===== config.mk =====
export PLATFORM = sky130hd
export DESIGN_NAME = ctx_regfile
export DESIGN_NICKNAME = d
export VERILOG_FILES = /design/src/rtl/ctx_pkg.sv /design/src/rtl/ctx_mode_fsm.sv /design/src/rtl/ctx_bank.sv /design/src/rtl/ctx_pc_unit.sv /design/src/rtl/ctx_regfile.sv
export SDC_FILE = /design/constraint.sdc
export NUM_CORES = 1
export LEC_CHECK = 0
export BUFFER_PORTS_ARGS = -buffer_cell sky130_fd_sc_hd__buf_2
export CAP_MARGIN = 20
export CORE_MARGIN = 2
export CORE_UTILIZATION = 40
export DETAILED_ROUTE_END_ITERATION = 16
export PLACE_DENSITY_LB_ADDON = 0.08
export SETUP_SLACK_MARGIN = 0.5
export SYNTH_ARGS = -nofsm -noshare
export SYNTH_HDL_FRONTEND = slang
export SYNTH_SLANG_ARGS = --single-unit

===== constraint.sdc =====
create_clock -name clk -period 4.1 [get_ports clk]
set_clock_uncertainty 0.05 [all_clocks]
set_input_delay 0.82 -clock clk [delete_from_list [all_inputs] [get_ports clk]]
set_output_delay 0.82 -clock clk [all_outputs]
set_load 0.01 [all_outputs]

===== src/rtl/ctx_pkg.sv =====
package ctx_pkg;

    typedef enum logic [2:0] {
        PCOP_STEP = 3'd0,
        PCOP_HOLD = 3'd1,
        PCOP_JREG = 3'd2,
        PCOP_JREL = 3'd3,
        PCOP_CREG = 3'd4,
        PCOP_CREL = 3'd5,
        PCOP_SWAP = 3'd6,
        PCOP_RSVD = 3'd7
    } pc_op_e;

    typedef enum logic {
        USER_CTX   = 1'b0,
        KERNEL_CTX = 1'b1
    } ctx_e;

    localparam int unsigned NUM_CTX = 2;

endpackage


===== src/rtl/ctx_mode_fsm.sv =====
module ctx_mode_fsm
    import ctx_pkg::*;
(
    input  logic clk,
    input  logic rst_n,
    input  logic swap_req,
    input  logic irq_req,
    output logic kernel,
    output logic irq_grant
);

    ctx_e state_q;
    ctx_e state_d;

    always_comb begin
        state_d = state_q;
        unique case (state_q)
            USER_CTX:   if (swap_req || irq_req) state_d = KERNEL_CTX;
            KERNEL_CTX: if (swap_req)            state_d = USER_CTX;
        endcase
    end

    always_ff @(posedge clk or negedge rst_n) begin
        if (!rst_n) state_q <= USER_CTX;
        else        state_q <= state_d;
    end

    always_comb begin
        kernel    = 1'b0;
        irq_grant = 1'b0;
        unique case (state_q)
            USER_CTX:   irq_grant = irq_req;
            KERNEL_CTX: kernel    = 1'b1;
        endcase
    end

endmodule


===== src/rtl/ctx_bank.sv =====
module ctx_bank #(
    parameter int unsigned DATA_W = 16,
    parameter int unsigned NREG   = 16,
    localparam int unsigned AW    = $clog2(NREG)
) (
    input  logic              clk,
    input  logic              rst_n,
    input  logic              we,
    input  logic [AW-1:0]     waddr,
    input  logic [DATA_W-1:0] wdata,
    input  logic [AW-1:0]     raddr_a,
    input  logic [AW-1:0]     raddr_b,
    output logic [DATA_W-1:0] rdata_a,
    output logic [DATA_W-1:0] rdata_b
);

    logic [DATA_W-1:0] regs_q [NREG];

    always_ff @(posedge clk or negedge rst_n) begin
        if (!rst_n) begin
            for (int i = 0; i < NREG; i++) regs_q[i] <= '0;
        end else if (we) begin
            regs_q[waddr] <= wdata;
        end
    end

    assign rdata_a = regs_q[raddr_a];
    assign rdata_b = regs_q[raddr_b];

endmodule


===== src/rtl/ctx_pc_unit.sv =====
module ctx_pc_unit
    import ctx_pkg::*;
#(
    parameter int unsigned PC_W  = 16,
    parameter int unsigned OFS_W = 11,
    localparam int unsigned EXT_W = PC_W - OFS_W
) (
    input  logic             clk,
    input  logic             rst_n,
    input  logic             kernel,
    input  logic             irq_grant,
    input  pc_op_e           op,
    input  logic [PC_W-1:0]  reg_target,
    input  logic [OFS_W-1:0] ofs,
    output logic [PC_W-1:0]  pc_active,
    output logic [PC_W-1:0]  link_value,
    output logic [PC_W-1:0]  pc_user,
    output logic [PC_W-1:0]  pc_kernel
);

    logic [PC_W-1:0] pc_q [NUM_CTX];
    logic [PC_W-1:0] pc_nxt;
    logic [PC_W-1:0] ofs_ext;

    assign pc_active  = pc_q[kernel];
    assign link_value = pc_active + PC_W'(1);
    assign ofs_ext    = {{EXT_W{ofs[OFS_W-1]}}, ofs};
    assign pc_user    = pc_q[0];
    assign pc_kernel  = pc_q[1];

    always_comb begin
        pc_nxt = pc_active;
        if (!irq_grant) begin
            unique case (op)
                PCOP_STEP, PCOP_SWAP: pc_nxt = link_value;
                PCOP_HOLD, PCOP_RSVD: pc_nxt = pc_active;
                PCOP_JREG, PCOP_CREG: pc_nxt = reg_target;
                PCOP_JREL, PCOP_CREL: pc_nxt = pc_active + ofs_ext;
            endcase
        end
    end

    for (genvar c = 0; c < NUM_CTX; c++) begin : g_pc
        always_ff @(posedge clk or negedge rst_n) begin
            if (!rst_n)                    pc_q[c] <= '0;
            else if (kernel == 1'(c))      pc_q[c] <= pc_nxt;
        end
    end

endmodule


===== src/rtl/ctx_regfile.sv =====
module ctx_regfile
    import ctx_pkg::*;
#(
    parameter int unsigned DATA_W = 16,
    parameter int unsigned NREG   = 16,
    parameter int unsigned OFS_W  = 11,
    localparam int unsigned AW    = $clog2(NREG),
    localparam int unsigned PC_W  = DATA_W
) (
    input  logic              clk,
    input  logic              rst_n,
    input  logic [2:0]        pc_op,
    input  logic [OFS_W-1:0]  pc_ofs,
    input  logic              irq_take,
    input  logic              wr_en,
    input  logic [AW-1:0]     wr_addr,
    input  logic [DATA_W-1:0] wr_data,
    input  logic [AW-1:0]     rd_addr_a,
    output logic [DATA_W-1:0] rd_data_a,
    input  logic [AW-1:0]     rd_addr_b,
    output logic [DATA_W-1:0] rd_data_b,
    output logic [PC_W-1:0]   pc,
    output logic              kernel_mode
);

    pc_op_e            op;
    logic              irq_grant;
    logic              swap_req;
    logic              call_now;
    logic              bank_we;
    logic [AW-1:0]     bank_waddr;
    logic [DATA_W-1:0] bank_wdata;
    logic [PC_W-1:0]   link_value;
    logic [PC_W-1:0]   pc_user;
    logic [PC_W-1:0]   pc_kernel;
    logic [DATA_W-1:0] rda_w [NUM_CTX];
    logic [DATA_W-1:0] rdb_w [NUM_CTX];

    assign op       = pc_op_e'(pc_op);
    assign swap_req = (op == PCOP_SWAP) && !irq_grant;
    assign call_now = !irq_grant && (op == PCOP_CREG || op == PCOP_CREL);

    ctx_mode_fsm u_mode (
        .clk       (clk),
        .rst_n     (rst_n),
        .swap_req  (swap_req),
        .irq_req   (irq_take),
        .kernel    (kernel_mode),
        .irq_grant (irq_grant)
    );

    ctx_pc_unit #(.PC_W(PC_W), .OFS_W(OFS_W)) u_pc (
        .clk        (clk),
        .rst_n      (rst_n),
        .kernel     (kernel_mode),
        .irq_grant  (irq_grant),
        .op         (op),
        .reg_target (rd_data_a),
        .ofs        (pc_ofs),
        .pc_active  (pc),
        .link_value (link_value),
        .pc_user    (pc_user),
        .pc_kernel  (pc_kernel)
    );

    // A call owns the write port for r0; an interrupt suppresses all writes.
    always_comb begin
        bank_we    = !irq_grant && (call_now || wr_en);
        bank_waddr = call_now ? '0 : wr_addr;
        bank_wdata = call_now ? link_value : wr_data;
    end

    for (genvar c = 0; c < NUM_CTX; c++) begin : g_ctx
        ctx_bank #(.DATA_W(DATA_W), .NREG(NREG)) u_bank (
            .clk     (clk),
            .rst_n   (rst_n),
            .we      (bank_we && (kernel_mode == 1'(c))),
            .waddr   (bank_waddr),
            .wdata   (bank_wdata),
            .raddr_a (rd_addr_a),
            .raddr_b (rd_addr_b),
            .rdata_a (rda_w[c]),
            .rdata_b (rdb_w[c])
        );
    end

    assign rd_data_a = rda_w[kernel_mode];
    assign rd_data_b = rdb_w[kernel_mode];

endmodule


### Yosys cells after proc, flatten, opt, wreduce, memory -nomap -nowiden

Index checks and enable logic that the tools add are counted.

* logic and storage cells: 104
* register bits: 545
* output and inout bits: 49

* muxes and demuxes: 34
* eq/ne operators: 7
* order comparisons: 5
* reduce and logical (&&, ||, !) cells: 15
* add/sub/neg operators: 2
* bitwise logic cells: 6

Operators by type and width (number)
* 256-bit bitwise mux: 2
* 16-bit two-way mux: 20
* 16-bit binary-select mux with 4-bit select: 4
* 16-bit demux with 4-bit select: 1
* 16-bit case mux with 4 select lines: 1
* 16-bit by 1-bit adder with 16-bit output (second input constant): 1
* 16-bit adder: 1
* 5-bit greater-or-equal comparator (second input constant): 3
* 4-bit NOT with 5-bit output: 3
* 3-bit == test (second input constant): 4
* 2-bit OR reduction: 4
* 3-bit by 2-bit == test with 1-bit output (second input constant): 2
* 1-bit logical AND: 6
* 5-bit by 1-bit less-than comparator with 1-bit output (second input constant): 1
* 1-bit two-way mux: 4
* 4-bit two-way mux: 1
* 3-bit by 1-bit == test with 1-bit output (second input constant): 1
* 3-bit logical NOT: 1
* 1-bit logical OR: 3
* 2-bit greater-or-equal comparator (second input constant): 1
* 1-bit NOT: 2
* 1-bit NOT with 2-bit output: 1
* 1-bit case mux with 2 select lines: 1
* 1-bit logical NOT: 1

### Depth between registers and ports, before layout

Gate-level depths: netlist of run 1.

* depth in word-level cells: 10
* depth in mapped cells: 15
* depth with buffers taken out: 12

### Cells and area by module

Synthesis of run 1 repeated with hierarchy kept, for this count alone.

* cells, all modules: 2164
* area total of the unflattened synthesis: 30553.1 µm²

By module, submodules not included
* ctx_bank: cells each 848, area each 13304.0 µm², times used 2
* ctx_pc_unit: cells each 399, area each 3226.8 µm², times used 1
* ctx_regfile: cells each 65, area each 671.9 µm², times used 1
* ctx_mode_fsm: cells each 4, area each 46.3 µm², times used 1

### Worst setup path before layout of run 1

Ideal clock, no wire load.

* kind: input port to output port
* from: input port rd_addr_b[0]
* to: output port rd_data_b[1]
* setup slack: 0.550 ns
* path buffers: 2
* data required time: 3.230 ns
* cell stages on the path: 6
* arrival time: 2.680 ns
* cells stage by stage: buf_2 > buf_1 > mux4_2 > mux4_2 > nand2_1 > nand2_1

* cells in the longest elaborated chain, start to end: 7

Ends and longest elaborated chain
* start, declared: RTL line ctx_regfile.sv:20 `input logic [AW-1:0] rd_addr_b,`
* 4-bit NOT with 5-bit output (implied by the code) *: RTL line ctx_bank.sv:28 `assign rdata_b = regs_q[raddr_b];`
* 16-bit binary-select mux with 4-bit select: RTL line ctx_bank.sv:28
* 16-bit two-way mux (implied by the code) (2 in series): RTL line ctx_bank.sv:28
* 16-bit two-way mux (implied by the code) * (3 in series): RTL line ctx_regfile.sv:88 `assign rd_data_b = rdb_w[kernel_mode];`
* end, declared: RTL line ctx_regfile.sv:21 `output logic [DATA_W-1:0] rd_data_b,`

Mark *: on every way between the ends. The rest lies on a longest branch, timed or not. The select of a mux whose other input is x is not followed.

### Final worst setup path of run 1

* from: input port rd_addr_b[0]
* to: output port rd_data_b[7]

The elaborated chain is that of the path after synthesis.

==> metrics.md, run 1 <==
| Metric | Value |
|---|---|
| Switch Pwr | `around 6.4 mW` |
| Flop pwr share | `0.405` |
| Clk sinks | `545` |
| H-tree depth | `2` |
| Filler cells | `between 6000 and 7000` |
| Top-area cell type share of the netlist area | `0.454` |
| Die ar. | `~0.077 mm²` |
| Crit-path max FO | `14` |
| Hold WS | `around 84 ps` |
| Num rows | `100` |
| Routed via count | `23100` |
| Post-route cell area | `~0.035 mm²` |
| Dpl ws | `270 ps` |
| Reg area | `0.0136 mm²` |
| Mux contribution to synthesized area | `0.245` |
| Fin nets | `~3000` |
| Simple-gate share of the synthesized area | `0.105` |
| Post-synthesis sequential area ratio | `0.454` |
| Setup TNS Final | `0 ps` |
| Final count of hold timing violations | `0` |
| First-pass GRT wire length | `156 mm` |
| Post-synth ARST share | `1.00` |
| Syn Area/Cell | `10.7 µm²` |
| Switching share of power | `0.335` |
| Initial Util | `0.404` |
| Drt wl/cell | `26.7 µm` |
| Slowest CP cell | `mux4_2` |
| Synth warn | `0` |
| R2R cell count | `11` |
| Worst Tran Pin Value | `1170 ps` |
| Fmax | `278 MHz` |
| DRT antenna net count | `0` |
| IO buf count | `94` |
| Status | `completed` |
| Final Core Density | `0.475` |
| Post-Synthesis Cell Area | `between 0.03 and 0.04 mm²` |
| Drc violations | `0` |
| Remaining Overflow, GRT | `0` |
| Clock power frac | `0.293` |
| CTS tree | `yes` |
| Vias in the first global route | `between 20000 and 25000` |
| Max-cap violations | `0` |
| Clock-pin slew on the worst setup and hold paths | `60 ps` |
| RSZ-0062 raised after global routing | `true` |
| Antenna Cells | `0` |
| Final Cycle Share | `0.876` |
| Share of cells above drive strength 1 | `0.237` |
| Post-route total power | `19.2 mW` |
| GR Util All Layers | `0.272` |
| Top FF cell, synth | `dfrtp_1` |
| Synth Area in Compound Gates | `0.136` |
| Area of the multi-input gates | `0.0153 mm²` |
| CP required | `about 3200 ps` |
| Synth Area in Adders | `0.00734` |
| Crit. End Element | `output port` |
| Max incr delay on CP | `between 500 and 600 ps` |
| Pwr Density | `543 mW/mm²` |
| WP data arrival | `2720 ps` |
| Final GP Congestion | `approximately 0.86` |
| Placed Instances | `approximately 3700` |
| CTS Hold Bufs | `0` |
| Number of flops mapped to enable cells by yosys | `0` |
| Placed cell areas | `approximately 0.032 mm²` |
| Startpoint Class | `primary input` |
| Worst IR Drop VDD | `0.369 mV` |
| CTS Buf Count | `between 60 and 70` |
| Class of the most critical setup path | `in2out` |
| Antenna violations before repair | `1` |
| Largest cells by area after synthesis | `dfrtp_1 (45%), mux4_2 (16%), a21oi_1 (6.8%)` |
| Yosys cell types | `79` |
| Combinational power share | `0.302` |
| #FFs+latches synth | `approximately 550` |
| Final std cells w/o fill | `3898` |
| DP Wirelength | `about 67 mm` |
| Final setup vio count | `0` |
| Root Driver | `clkbuf_16` |
| Min-Delay Path Class | `in2async` |
| Worst-Skew Late Latency | `640 ps` |
| Cell Chain, Critical Path | `bufbuf_16 > buf_16 > mux4_2 > mux4_2 > nand2_1 > nand2_1 > buf_2` |
| Most common cell in the netlist | `dfrtp_1` |
| TritonRoute pass-1 iters | `5` |
| Net Count, Synth | `2860` |
| Yosys top cell by area | `dfrtp_1` |
| Fin crit period | `3590 ps` |
| Die X | `between 200 and 300 µm` |
| Synth Area in XOR/XNOR | `0.00759` |
| DRT iter0 DRCs | `1862` |
| Max Transition Viols Final | `0` |
| Die H | `278 µm` |
| Mapped Cells | `2797` |
| Leakage power | `15.3 nW` |
| Most frequent cells after synthesis | `dfrtp_1 (545), a21oi_1 (407), nor2_1 (400), nand2_1 (279), mux4_2 (216)` |
| Largest family of logic cells by synthesized area | `multiplexers` |
| Max-slew headroom | `0.218` |
| I/O pins | `95` |
| Clock Tree Buf Depth | `3` |
| Synth-to-Final Area Change | `17.6%` |
| DR vias/cell | `slightly below 6` |
| Final wirelength | `104 mm` |
| Largest net degree at the start of global routing | `120` |
| Final worst slack | `about 500 ps` |
| Int Pwr | `12.8 mW` |
| Core Area | `0.0743 mm²` |
-- final timing paths --
kind                                  start                          end  slack (ps)
setup reg to reg             u_mode.state_q           u_pc.pc_kernel[11]         660
setup / recovery               rd_addr_b[0]                 rd_data_b[7]         510
hold reg to reg            u_pc.pc_user[15]             u_pc.pc_user[15]         440
max in group asynchronous             rst_n  g_ctx[1].u_bank.regs_q[123]        2870
hold / removal                        rst_n             u_pc.pc_user[12]          80
min in group clk           u_pc.pc_user[15]             u_pc.pc_user[15]         440
-- area by class of cell --
cell class | instances | share of cell area
Multi-Input combinational cell | 1960 | 0.435
Sequential cell | 545 | 0.387
Timing Repair Buffer | 278 | 0.0819
Clock buffer | 95 | 0.0535
Tap cell | 969 | 0.0344
Clock inverter | 15 | 0.00514
Inverter | 36 | 0.00383
-- registers in the layout, summed over array words and instances (netlist names) --
signal,flops
u_pc.pc_kernel,16
u_mode.state_q,1
u_pc.pc_user,16
g_ctx.u_bank.regs_q,512
-- metal layers --
layer / vias up / global-route usage / wire [µm] / share of wire
met5: - / 0 / 0 / 0
met4: 0 / 0.0988 / 4060 / 0.039
met3: 192 / 0.0445 / 6350 / 0.061
met2: 804 / 0.428 / 48000 / 0.46
met1: 11800 / 0.382 / 45800 / 0.44
li1: 10300 / - / - / -
-- layout by cell type, fill, tap and decap left out, drive strengths merged, types with 8 or more instances in the layout --
master	count
a211oi	8
a21oi	409
a22oi	58
a31oi	10
buf	271
clkbuf	97
clkinv	12
dfrtp	545
ha	16
inv	35
mux2	22
mux2i	152
mux4	243
nand2	280
nand2b	10
nand3	13
nand3b	8
nand4	8
nor2	401
nor3	12
nor4	8
o21ai	198
xnor2	18
xor2	8
-- critical path: cells and delay by family --
| kind | cells | cell delay (ps) |
|---|---|---|
| buffers and inverters | 3 | 630 |
| multiplexers | 2 | 990 |
| AND/OR/NAND/NOR | 2 | 260 |
-- kinds of logic after synthesis --
group	Yosys count
AO/OA/AOI/OAI	738
AND/OR/NAND/NOR	762
buffers and inverters	292
XOR/XNOR	26
adder cells (fa/ha/maj)	17
flip-flops	545
multiplexers	417
-- power by group through the flow --
stage | combinational [mW] | sequential [mW] | clock [mW]
after floorplan | 4.00 | 7.44 | 0
after global placement | 5.53 | 7.77 | 0
after detailed placement | 5.64 | 7.83 | 0
after CTS | 5.78 | 7.75 | 5.75
after global routing | 6.32 | 7.95 | 5.98
final | 5.79 | 7.77 | 5.61
-- repair_timing --
action / CTS / global route
pin swaps: 3 / 3
setup endpoints to repair: 31 / 24
setup buffers: 26 / 4
hold endpoints to repair: 0 / 0
gates resized for setup: 34 / 21
cloned: 9 / 1
Power figures use the tool's default switching activity.
==> run 2: changes to the inputs <==
- CORE_MARGIN: 2 -> 1.5
- clock period: 4.1 -> 4.3 ns (I/O delays scaled with it)
==> metrics.md, run 2 (synthesis gave the netlist of run 1 again) <==
| Metric | Value |
|---|---|
| Die H | `approximately 280 µm` |
| Slowest CP cell | `a221oi_2` |
| Worst reg2reg startpoint | `u_mode.state_q` |
| Switch Pwr | `6.28 mW` |
| Max-slew headroom | `0.266` |
| Class of the most critical setup path | `in2out` |
| CTS tree | `yes` |
| Routed via count | `23100` |
| Cell mode on critical path | `buf_4` |
| Cell Chain, Critical Path | `buf_16 > buf_12 > buf_4 > buf_4 > mux4_2 > mux2i_1 > a221oi_2 > buf_2` |
| Final setup vio count | `0` |
| Fin nets | `2898` |
| Crit-path max FO | `18` |
| Critical path origin | `rd_addr_a[0]` |
| Share of cells above drive strength 1 | `0.218` |
| Max Transition Viols Final | `0` |
| Max FFs per register | `between 500 and 600` |
| Vias in the first global route | `between 20000 and 25000` |
| H-tree depth | `3` |
| I/O pins | `95` |
| Clock Tree Buf Depth | `3` |
| WP data arrival | `2930 ps` |
| Met2 usage | `0.432` |
| Antenna violations before repair | `0` |
| Final GP Congestion | `~0.92` |
| Max incr delay on CP | `700 ps` |
| CP required | `approximately 3400 ps` |
| Drc violations | `0` |
| Pwr Density | `532 mW/mm²` |
| Grt met3 use | `0.0391` |
| R2R cell count | `13` |
| First-pass GRT wire length | `roughly 150 mm` |
| Synth-to-Final Area Change | `14.8%` |
| Final wirelength | `just over 100 mm` |
| Antenna Cells | `0` |
| Num rows | `100` |
| Startpoint Class | `primary input` |
| DRT iter0 DRCs | `1826` |
| Largest net degree at the start of global routing | `110` |
| Core Area | `0.0743 mm²` |
| TritonRoute pass-1 iters | `6` |
| Worst-Skew Late Latency | `640 ps` |
| Clk sinks | `545` |
| Crit. End Element | `output port` |
| Min-Delay Path Class | `in2async` |
| Root Driver | `clkbuf_16` |
| Worst Tran Pin Value | `around 1100 ps` |
| Fin crit period | `3840 ps` |
| Leading cell type in the layout, fill and taps excluded | `dfrtp_1` |
| Drt wl/cell | `27.0 µm` |
| Max-cap violations | `0` |
| Hold WS | `116 ps` |
| RR Endpoint | `u_pc.pc_user[14]` |
| Reg-to-reg slack, setup | `a little under 900 ps` |
| Leakage power | `14.9 nW` |
| Initial Util | `0.404` |
| Final Cycle Share | `0.892` |
| Top reg by flops | `g_ctx.u_bank.regs_q` |
| Met1 usage | `0.384` |
| Worst setup path endpoint | `rd_data_a[11]` |
| GRT Max-Usage Layer | `met2` |
| Remaining Overflow, GRT | `0` |
| Final count of hold timing violations | `0` |
| DRT antenna net count | `0` |
| CTS Buf Count | `between 60 and 70` |
| GR Util All Layers | `0.271` |
| DP Wirelength | `65.5 mm` |
| RSZ-0062 raised after global routing | `true` |
| Status | `completed` |
| Clock-pin slew on the worst setup and hold paths | `50 ps` |
| Die ar. | `approximately 0.077 mm²` |
| Die X | `277 µm` |
| Clock power frac | `0.300` |
| Setup TNS Final | `0 ps` |
| Switching share of power | `0.343` |
| Commonest cells after routing, fill and taps aside | `dfrtp_1 (544), a21oi_1 (399), nor2_1 (387), nand2_1 (278), mux4_2 (216)` |
| Int Pwr | `12.0 mW` |
| Flop pwr share | `0.403` |
| Fmax | `roughly 260 MHz` |
| Worst IR Drop VDD | `0.293 mV` |
| DR vias/cell | `5.99` |
| Combinational power share | `0.297` |
| IO buf count | `94` |
==> run 2: final cells by class <==
cell class / instances / area [µm²]
Inverter: 36 / 135
Tap cell: 969 / 1210
Sequential cell: 545 / 13600
Clock inverter: 20 / 221
Multi-Input combinational cell: 1960 / 15400
Clock buffer: 90 / 1860
Timing Repair Buffer: 226 / 2040
Fill cell: 6899 / 39900
==> run 2: how the worst min path moves through the flow <==
stage                  startpoint                  to  slack (ps)  cells after the start
2_1_floorplan    u_pc.pc_user[10]    u_pc.pc_user[10]         400                      2
5_1_grt                     rst_n  u_pc.pc_kernel[14]         150                      1
3_5_place_dp   u_pc.pc_kernel[15]  u_pc.pc_kernel[15]         430                      1
4_1_cts                     rst_n  u_pc.pc_kernel[14]         120                      1
6_report                    rst_n  u_pc.pc_kernel[14]         120                      1
3_3_place_gp     u_pc.pc_user[10]    u_pc.pc_user[10]         420                      2
==> run 2: routing by layer <==
metal / routed length (µm) / vias to the layer above / share of wire
met5: 0 / - / 0
met4: 3150 / 0 / 0.030
met2: 48800 / 699 / 0.47
met1: 46500 / 11900 / 0.45
li1: - / 10300 / -
met3: 5300 / 174 / 0.051
==> run 2: critical path, delay by kind of cell <==
| family | cells | cell delay [ps] |
|---|---|---|
| AOI/OAI and AO/OA | 1 | 700 |
| muxes | 2 | 440 |
| buffers and inverters | 5 | 880 |
==> run 2: power groups by stage <==
stage                     Sequential, mW  Combinational [mW]  Clock [mW]
after global routing                7.55                5.97        5.80
after CTS                           7.37                5.46        5.62
after detailed placement            7.45                5.38           0
after floorplan                     7.10                3.81           0
final                               7.39                5.45        5.49
after global placement              7.40                5.28           0
==> run 2: repair_timing <==
| action | in CTS | in global routing |
|---|---|---|
| cloned | 1 | 2 |
| gates resized for setup | 20 | 12 |
| hold endpoints to repair | 0 | 0 |
| buffers inserted | 11 | 0 |
| pin swaps | 3 | 4 |
| hold buffers | 0 | 0 |
| setup endpoints to repair | 21 | 18 |
==> run 2: through the flow <==
step / instance area [µm²] / setup slack [ps] / utilization / instances / total power, mW
2_1_floorplan: 30000 / 670 / - / 2797 / 10.9
3_3_place_gp: 32000 / 31.9 / 0.431 / 3722 / 12.7
3_5_place_dp: 32000 / 101 / 0.431 / 3722 / 12.8
4_1_cts: 34400 / 497 / 0.462 / 3844 / 18.5
5_1_grt: 34500 / 463 / 0.464 / 3846 / 19.3
6_report: 34500 / 464 / 0.464 / 3846 / 18.3
